## src/rtl/ldm_user_seq.sv

```systemverilog
module ldm_user_seq #(
  parameter int unsigned XLEN = 32,
  parameter int unsigned NREG = 16,
  parameter int unsigned IDXW = 4,
  parameter int unsigned MW = 5,
  parameter int unsigned WORD_BYTES = 4,
  parameter logic [MW-1:0] MODE_USR = 5'h10,
  parameter logic [MW-1:0] MODE_SYS = 5'h1F,
  parameter logic [MW-1:0] MODE_HYP = 5'h1A
) (
  input  logic            clk,
  input  logic            rst_n,
  input  logic            start,
  input  logic            cond_ok,
  input  logic [MW-1:0]   mode,
  input  logic [NREG-1:0] reg_list,
  input  logic            pre,
  input  logic            up,
  input  logic [IDXW-1:0] base_idx,
  input  logic [XLEN-1:0] base_val,
  output logic            busy,
  output logic            done,
  output logic            undef_trap,
  output logic            nop_done,
  output logic            mem_req_valid,
  input  logic            mem_req_ready,
  output logic [XLEN-1:0] mem_addr,
  input  logic            mem_rsp_valid,
  input  logic [XLEN-1:0] mem_rsp_data,
  output logic            wr_en,
  output logic [IDXW-1:0] wr_idx,
  output logic [MW-1:0]   wr_mode,
  output logic [XLEN-1:0] wr_data
);
  localparam int unsigned SCAN = NREG - 1;
  localparam logic [IDXW-1:0] PC_IDX = IDXW'(NREG - 1);

  typedef enum logic [1:0] {S_IDLE, S_REQ, S_WAIT} state_t;

  state_t            state;
  logic [SCAN-1:0]   pend;
  logic [SCAN-1:0]   pend_clr;
  logic [XLEN-1:0]   addr;
  logic              done_q, trap_q, nop_q;
  logic [SCAN-1:0]   scan;
  logic [IDXW:0]     cnt;
  logic [XLEN-1:0]   len, low_addr, first_addr;
  logic              refuse_mode, refuse_op;
  logic              unused_pc_bit;

  function automatic logic [IDXW-1:0] lowest(input logic [SCAN-1:0] v);
    lowest = '0;
    for (int i = SCAN - 1; i >= 0; i--)
      if (v[i]) lowest = IDXW'(i);
  endfunction

  function automatic logic [IDXW:0] count_ones(input logic [SCAN-1:0] v);
    count_ones = '0;
    for (int i = 0; i < SCAN; i++)
      count_ones = count_ones + (IDXW+1)'(v[i]);
  endfunction

  assign scan          = reg_list[SCAN-1:0];
  assign unused_pc_bit = reg_list[NREG-1];
  assign cnt           = count_ones(scan);
  assign len           = XLEN'(cnt) * XLEN'(WORD_BYTES);
  assign low_addr      = up ? base_val : base_val - len;
  assign first_addr    = (pre == up) ? low_addr + XLEN'(WORD_BYTES) : low_addr;
  assign refuse_mode   = (mode == MODE_USR) || (mode == MODE_SYS);
  assign refuse_op     = refuse_mode || (base_idx == PC_IDX) || (scan == '0);

  assign pend_clr      = pend & (pend - SCAN'(1));

  assign busy          = (state != S_IDLE);
  assign done          = done_q;
  assign undef_trap    = trap_q;
  assign nop_done      = nop_q;
  assign mem_req_valid = (state == S_REQ);
  assign mem_addr      = addr;
  assign wr_en         = (state == S_WAIT) && mem_rsp_valid;
  assign wr_idx        = lowest(pend);
  assign wr_mode       = wr_en ? MODE_USR : '0;
  assign wr_data       = mem_rsp_data;

  always_ff @(posedge clk) begin
    if (!rst_n) begin
      state  <= S_IDLE;
      pend   <= '0;
      addr   <= '0;
      done_q <= 1'b0;
      trap_q <= 1'b0;
      nop_q  <= 1'b0;
    end else begin
      done_q <= 1'b0;
      trap_q <= 1'b0;
      nop_q  <= 1'b0;
      case (state)
        S_IDLE: if (start) begin
          if (!cond_ok) begin
            done_q <= 1'b1;
          end else if (mode == MODE_HYP) begin
            done_q <= 1'b1;
            trap_q <= 1'b1;
          end else if (refuse_op) begin
            done_q <= 1'b1;
            nop_q  <= 1'b1;
          end else begin
            pend  <= scan;
            addr  <= first_addr;
            state <= S_REQ;
          end
        end
        S_REQ: if (mem_req_ready) state <= S_WAIT;
        S_WAIT: if (mem_rsp_valid) begin
          pend <= pend_clr;
          addr <= addr + XLEN'(WORD_BYTES);
          if (pend_clr == '0) begin
            state  <= S_IDLE;
            done_q <= 1'b1;
          end else begin
            state <= S_REQ;
          end
        end
        default: state <= S_IDLE;
      endcase
    end
  end
endmodule

```

## config.mk

```make
export PLATFORM = sky130hd
export DESIGN_NAME = ldm_user_seq
export DESIGN_NICKNAME = d
export VERILOG_FILES = /design/src/rtl/ldm_user_seq.sv
export SDC_FILE = /design/constraint.sdc
export NUM_CORES = 1
export LEC_CHECK = 0
export BUFFER_PORTS_ARGS = -buffer_cell sky130_fd_sc_hd__buf_2
export CAP_MARGIN = 20
export CORE_AREA = 5 5 103 124
export CTS_CLUSTER_SIZE = 14
export DETAILED_ROUTE_END_ITERATION = 8
export DIE_AREA = 0 0 108 129
export PLACE_DENSITY_LB_ADDON = 0.05
export SYNTH_ARGS = -nofsm -noshare
export SYNTH_HDL_FRONTEND = slang
export SYNTH_SLANG_ARGS = --single-unit
```

## constraint.sdc

```tcl
create_clock -name clk -period 9.23 [get_ports clk]
set_clock_uncertainty 0.1 [all_clocks]
set_input_delay 0.4615 -clock clk [delete_from_list [all_inputs] [get_ports clk]]
set_output_delay 0.4615 -clock clk [all_outputs]
set_load 0.02 [all_outputs]
```

==> After elaboration in Yosys (flattened, before gate mapping) <==
Index checks and enable logic that the tools add are counted.
Widths: inputs -> output; s select.
{ "op_classes": {"n_bitwise": 5, "add_sub_neg": 18, "n_eq_ne": 13, "muxes": 46, "n_reduce_logical": 13} }
{ "op_table": {"columns": ["operator", "count"], "rows": [
  ["$mux 32", 7],
  ["$mux 15", 5],
  ["$add 32x3->32 const B", 2],
  ["$pmux 32 s2", 1],
  ["$mux 4", 15],
  ["$add 5x1->5", 10],
  ["$sub 32x7->32", 1],
  ["$logic_not 15->1", 2],
  ["$pmux 15 s2", 1],
  ["$and 15x15->15", 1],
  ["$eq 5x5->1 const B", 3],
  ["$sub 15x1->15 const B", 1],
  ["$mux 2", 6],
  ["$reduce_and 6->1", 2],
  ["$ne 2x2->1 const B", 5],
  ["$mux 1", 8],
  ["$pmux 2 s3", 1],
  ["$add 4x1->5", 1],
  ["$mux 5", 1],
  ["$reduce_or 5->1", 1],
  ["$add 3x1->4", 1],
  ["$eq 4x4->1 const B", 1],
  ["$not 1->1", 4],
  ["$reduce_and 4->1", 1],
  ["11 further kinds", 14]
]} }
{ "totals": {"input_bits": 97, "word_cells": 101, "out_inout_bits": 79, "ff_bits": 52} }

==> Longest topological paths before layout <==
{ "depth": {"depth_word": 23, "depth_mapped": 23, "depth_no_buf": 21} }

==> Worst setup path after synthesis <==
No wires, ideal clock.
{ "synth_path": {"kind": "input-to-reg", "from": "in reg_list[0]", "to": "reg addr[30] (netlist: mem_addr[30])", "setup_time_ps": 132, "arrival_ps": 6244, "path_buffers": 1, "setup_slack_ps": 2753, "stages": 19, "required_time_ps": 8998, "path_cell_list": "inv_1 fa_1 fa_1 fa_1 fa_1 fa_1 fa_1 xor2_1 ha_1 nor2b_1 o21a_1 clkbuf_1 or4_1 a222oi_1 nand3b_1 or3_4 or4_1 xnor2_1 a21oi_1"} }
{ "synth_between": {"elab_chain_len": 23, "elab_cells_between_ends": 27, "cone_classes": "16 x add/sub; 1 x eq/ne; 7 x mux; 3 x reduce/logical"} }
{ "synth_lines": {"columns": ["item", "line", "text"], "rows": [
  ["start, declared", "16", "input logic [NREG-1:0] reg_list,"],
  ["$add 1x1->2", "60", "count_ones = count_ones + (IDXW+1)'(v[i]);"],
  ["$add 2x1->3", "60", null],
  ["$add 3x1->4", "60", null],
  ["$add 4x1->5", "60", null],
  ["$add 5x1->5 (10 in a row)", "60", null],
  ["$sub 32x7->32", "67", "assign low_addr = up ? base_val : base_val - len;"],
  ["$mux 32", "67", null],
  ["$add 32x3->32", "68", "assign first_addr = (pre == up) ? low_addr + XLEN'(WORD_BYTES) : low_addr;"],
  ["$mux 32", "68", null],
  ["$mux 32", "104", "end else if (refuse_op) begin"],
  ["$mux 32", "101", "end else if (mode == MODE_HYP) begin"],
  ["$mux 32", "99", "if (!cond_ok) begin"],
  ["$mux 32", "98", "S_IDLE: if (start) begin"],
  ["$pmux 32 s2", "97", "case (state)"],
  ["end signal, assigned", "109", "addr <= first_addr;"],
  ["end signal, assigned", "116", "addr <= addr + XLEN'(WORD_BYTES);"],
  ["end, declared", "43", "logic [XLEN-1:0] addr;"]
]} }
Several ways; a longest one is shown, not always the timed one. The select of a mux whose other input is x is not followed.
A chain may end at the register's enable or synchronous reset.

==> Worst setup path after layout <==
{ "layout_path": {"from": "in reg_list[5]", "to": "reg addr[29] (netlist: mem_addr[29])"} }
{ "layout_between": {"elab_chain_len": 19, "elab_cells_between_ends": 23, "cone_classes": "12 x add/sub; 1 x eq/ne; 7 x mux; 3 x reduce/logical"} }
{ "layout_lines": {"columns": ["item", "line"], "rows": [
  ["$add 5x1->5 (10 in a row)", "60"],
  ["$sub 32x7->32", "67"],
  ["$mux 32", "67"],
  ["$add 32x3->32", "68"],
  ["$mux 32", "68"],
  ["$mux 32", "104"],
  ["$mux 32", "101"],
  ["$mux 32", "99"],
  ["$mux 32", "98"],
  ["$pmux 32 s2", "97"]
]} }
Several ways; a longest one is shown, not always the timed one. The select of a mux whose other input is x is not followed.

==> impl_results.md <==
* Post-Synth XOR/XNOR Area at 7.38%
* Sequential cell area in the final layout at between 1000 and 1500 sq um
* Total I/O pin count at 176
* Count of instances resized after the clock tree is built at 0
* Fraction of synthesized area in multiplexers at 1.50%
* Kind of capture point of the worst setup path: flop
* Via Count at around 5500
* Hold Crit Class: input port to flop
* Clock period minus worst slack at around 7 ns
* Cells on worst reg2reg path at 9
* Max clock buf depth at 2
* Clk sink count at 52
* Post-Synthesis Cell Area at between 5000 and 6000 sq um
* Endpoint with the worst hold slack: mem_addr[0]$_SDFFE_PN0P_
* VDD IR max at 236 uV
* Max Fclk at ~0.15 GHz
* Overall global routing resource usage at between 20% and 30%
* Non-Filler Instances at 945
* Final nets at 904
* Vertical die dimension at around 130 um
* Kind of cell adding the most delay to the critical path: adder cells
* Post-synthesis simple-gate area fraction at between 30% and 40%
* Buffers plus inverters on the worst setup path at 2
* Slowest CP cell: sky130_fd_sc_hd__fa_1
* Comb pwr share at a little over half
* Share of the cycle needed by the critical path after routing at 74.2%
* Destination of the worst register-to-register timing path: mem_addr[31]$_SDFFE_PN0P_
* Leftover overflow at the end of global routing at 0
* Post-synthesis to final-layout area growth at 9.89%
* Biggest area contributors in the synthesized netlist: sky130_fd_sc_hd__dfxtp_1, sky130_fd_sc_hd__buf_4, sky130_fd_sc_hd__a21oi_1, sky130_fd_sc_hd__o21ai_0, sky130_fd_sc_hd__xnor2_1
* Top FF cell, synth: sky130_fd_sc_hd__dfxtp_1
* Startpoint of the most critical hold path: base_val[0]
* Via/cell ratio at roughly 5.8
* Reg2reg start: mem_addr[17]$_SDFFE_PN0P_
* Number of global-route vias before repair at 5178
* Placer Congestion at ~0.92
* Number of buffers inserted by hold repair at cts at 0
* Instance count along the most critical hold path at 3
* Placeable core region at about 11000 sq um
* Detailed-route DRC error count at 0
* Yosys warning count at 0
* Commonest non-fill, non-tap cells in the layout: sky130_fd_sc_hd__buf_2, sky130_fd_sc_hd__nor2_1, sky130_fd_sc_hd__a21oi_1
* RSZ-0062 raised after global routing: false
* Worst setup slack before clock tree synthesis at around 2.1 ns
* Critical path startpoint category: input port
* Sw Share at between 40% and 50%
* CTS buffer count at 5
* Number of diodes added for antenna fixing at 0
* Total power divided by cell area at between 150 and 200 nW/um^2
* Relative max-transition margin at ~39%
* Hold Violations, Final at 0
* Number of design-rule violations left by the first detailed-router iteration at roughly 320
* Power share of the clock group at between 20% and 30%
* Total routed wirelength at between 15 and 20 mm
* Final sum of negative setup slack at 0 ns
* Cell repeated most along the worst path: sky130_fd_sc_hd__fa_1
* Worst path required time at 9.29 ns
* Filler cell count in the final layout at about 1200
* Remaining antenna violation count after routing at 0
* Compound-gate portion of the synthesized area at 23.6%
* Pin count of the biggest net entering global routing at 53
* Clock tree from TritonCTS: yes
* Clock transition at the registers of the reported paths at 0.07 ns
* Max-cap check violation count at 0
* Setup fix buffers added after clock tree synthesis at 0
* Finish-stage setup viols at 0
* Post-Synthesis Cells at 742
* Die outline width at ~110 um
* Wire per inst at 16.2 um
* Final Max Tran Viols at 0
* Cell row count at 43
* Total half-perimeter wirelength after legalization and detailed placement at approximately 12 mm
* Register area share after synthesis at between 10% and 20%
* Share of layout cells above drive strength 1 at 16.6%
* Worst-path fanout max at 11
* Data arrival time of the critical path at 6.91 ns
* Cell count after placement at roughly 940
* Transition time of the tightest slew-check pin at around 0.90 ns
* Clock root buffer master: sky130_fd_sc_hd__clkbuf_16
* Die footprint at roughly 14000 sq um
* Count of buffers inserted at the top-level ports at ~110
* Count of distinct cell types in the synthesized netlist at 67
* Type of the setup path with the least slack: input port to flop
* First-pass GRT wire length at between 20 and 30 mm
* Antenna violations before repair at 0
* Design internal power at a little over 0.6 mW
* Part of the power in registers at between 20 and 30%
* Switching component of the power at ~0.45 mW
* Clock latency on the worst-skew pair at between 0.2 and 0.3 ns
* Largest family of logic cells by synthesized area: simple AND/OR/NAND/NOR gates
* CP cell instances: buf_2 > fa_1 > inv_1 > fa_1 > fa_1 > fa_1 > fa_1 > fa_1 > xor2_1 > ha_1 > nor2b_1 > o21a_1 > or4_1 > a222oi_1 > nand3b_1 > nor4_1 > or2b_1 > xnor2_1 > a21oi_1
* Area share of fa/ha/maj cells after synthesis at ~6.6%
* Starting density of the core at between 40% and 50%
* Number of storage elements in the synthesis netlist at between 50 and 60
* DRT Pass-1 Iters at 5
* Lkg Pwr at between 2 and 2.5 nW
* Post-Synthesis Mean Instance Area at 7.20 sq um
* Delay contributed by the slowest stage of the critical path at around 0.57 ns
* Yosys top cell area share at between 10% and 20%
* Fin worst setup slack at 2.38 ns
* Status: complete, no violations
* Slack of the worst reg-to-reg path at 6.01 ns
* Area of the multi-input gates at ~3800 sq um
* Commonest non-fill, non-tap cell in the layout: sky130_fd_sc_hd__buf_2
* Proportion of synthesized flip-flops having asynchronous set or reset at 0%
* Number of enable flip-flop cells after synthesis at 0
* H-tree depth reported by CTS at 2
* Leading area contributor after synthesis: sky130_fd_sc_hd__dfxtp_1
sequential cells by signal, indices dropped and copies added, names as in the netlist:
name,flops
mem_addr,32
pend,15
state,2
done,1
nop_done,1
undef_trap,1
cell families (layout without fill, tap and decap cells):
| group | count (synthesis) | in the layout |
|---|---|---|
| xor+xnor | 45 | 45 |
| mux | 8 | 8 |
| simple gates | 306 | 306 |
| buf+inv | 109 | 152 |
| fa+ha+maj | 22 | 22 |
| compound gates | 199 | 199 |
| flops | 52 | 52 |
| other cells | 1 | 4 |
per-stage QoR:
stage                     total power, mW  hold WS (ns)  utilization, %  instance area (sq um)
after detailed placement            0.830         0.407            49.9                   5690
final                                1.05         0.325            51.4                   5870
after CTS                            1.06         0.321            51.4                   5870
after global routing                 1.14         0.338            51.4                   5870
after floorplan                     0.705         0.363               -                   5350
after global placement              0.816         0.391            49.9                   5690
worst register-to-register path, cell delays in order, from the launching register on:
cell and delay (ns):
sky130_fd_sc_hd__dfxtp_1 0.45, sky130_fd_sc_hd__and3_1 0.30, sky130_fd_sc_hd__and3_1 0.23, sky130_fd_sc_hd__nand2_1 0.12, sky130_fd_sc_hd__nor4_1 0.72, sky130_fd_sc_hd__nor2b_1 0.35
sky130_fd_sc_hd__nor2b_1 0.21, sky130_fd_sc_hd__nor3_1 0.06, sky130_fd_sc_hd__or4b_1 0.49, sky130_fd_sc_hd__a21oi_1 0.12
routing by layer:
metal  share of wire (%)  global-route usage, %
met5                   0                      0
met1                  44                   29.0
met3                 4.7                   3.11
met2                  49                   36.5
met4                 2.8                   9.58
Yosys cell counts (all sizes together), types with 5 or more instances:
cell type	number
a31oi	8
mux2i	8
nor3	27
o211ai	12
or3	13
nand3	27
a21oi	54
nor2	57
nor2b	30
inv	34
o31ai	7
xor2	16
a22oi	16
xnor2	29
o22ai	5
dfxtp	52
o21ai	51
a21boi	9
and3	8
nand4	14
nand3b	7
nor4	19
nand2b	12
nand2	53
buf	38
fa	11
ha	9
and2	11
or4	6
clkbuf	37
cell type report:
| class | instances | area share [%] |
|---|---|---|
| flip-flops and latches | 52 | 17.7 |
| multi-input cells | 584 | 64.2 |
| inverters | 34 | 2.18 |
| well taps | 157 | 3.35 |
| clock buffers | 6 | 2.37 |
| clock inverters | 2 | 0.661 |
| repair buffers | 110 | 9.55 |
power groups by stage:
stage / clock network [mW] / logic [mW] / registers (mW)
global placement: 0 / 0.542 / 0.274
floorplan: 0 / 0.421 / 0.284
global route: 0.238 / 0.627 / 0.274
CTS: 0.228 / 0.559 / 0.269
finish: 0.221 / 0.561 / 0.270
detailed placement: 0 / 0.556 / 0.274
worst max-delay path by stage:
stage / startpoint / end / slack [ns] / cells past startpoint
final: reg_list[5] / mem_addr[29]$_SDFFE_PN0P_ / 2.38 / 19
after global routing: reg_list[5] / mem_addr[29]$_SDFFE_PN0P_ / 1.91 / 19
after floorplan: reg_list[0] / mem_addr[30]$_SDFFE_PN0P_ / 2.75 / 19
after global placement: reg_list[5] / mem_addr[29]$_SDFFE_PN0P_ / 2.19 / 19
after CTS: reg_list[5] / mem_addr[29]$_SDFFE_PN0P_ / 2.43 / 19
after detailed placement: reg_list[5] / mem_addr[29]$_SDFFE_PN0P_ / 2.11 / 19
Note: power is estimated with default switching activity, not from simulation.
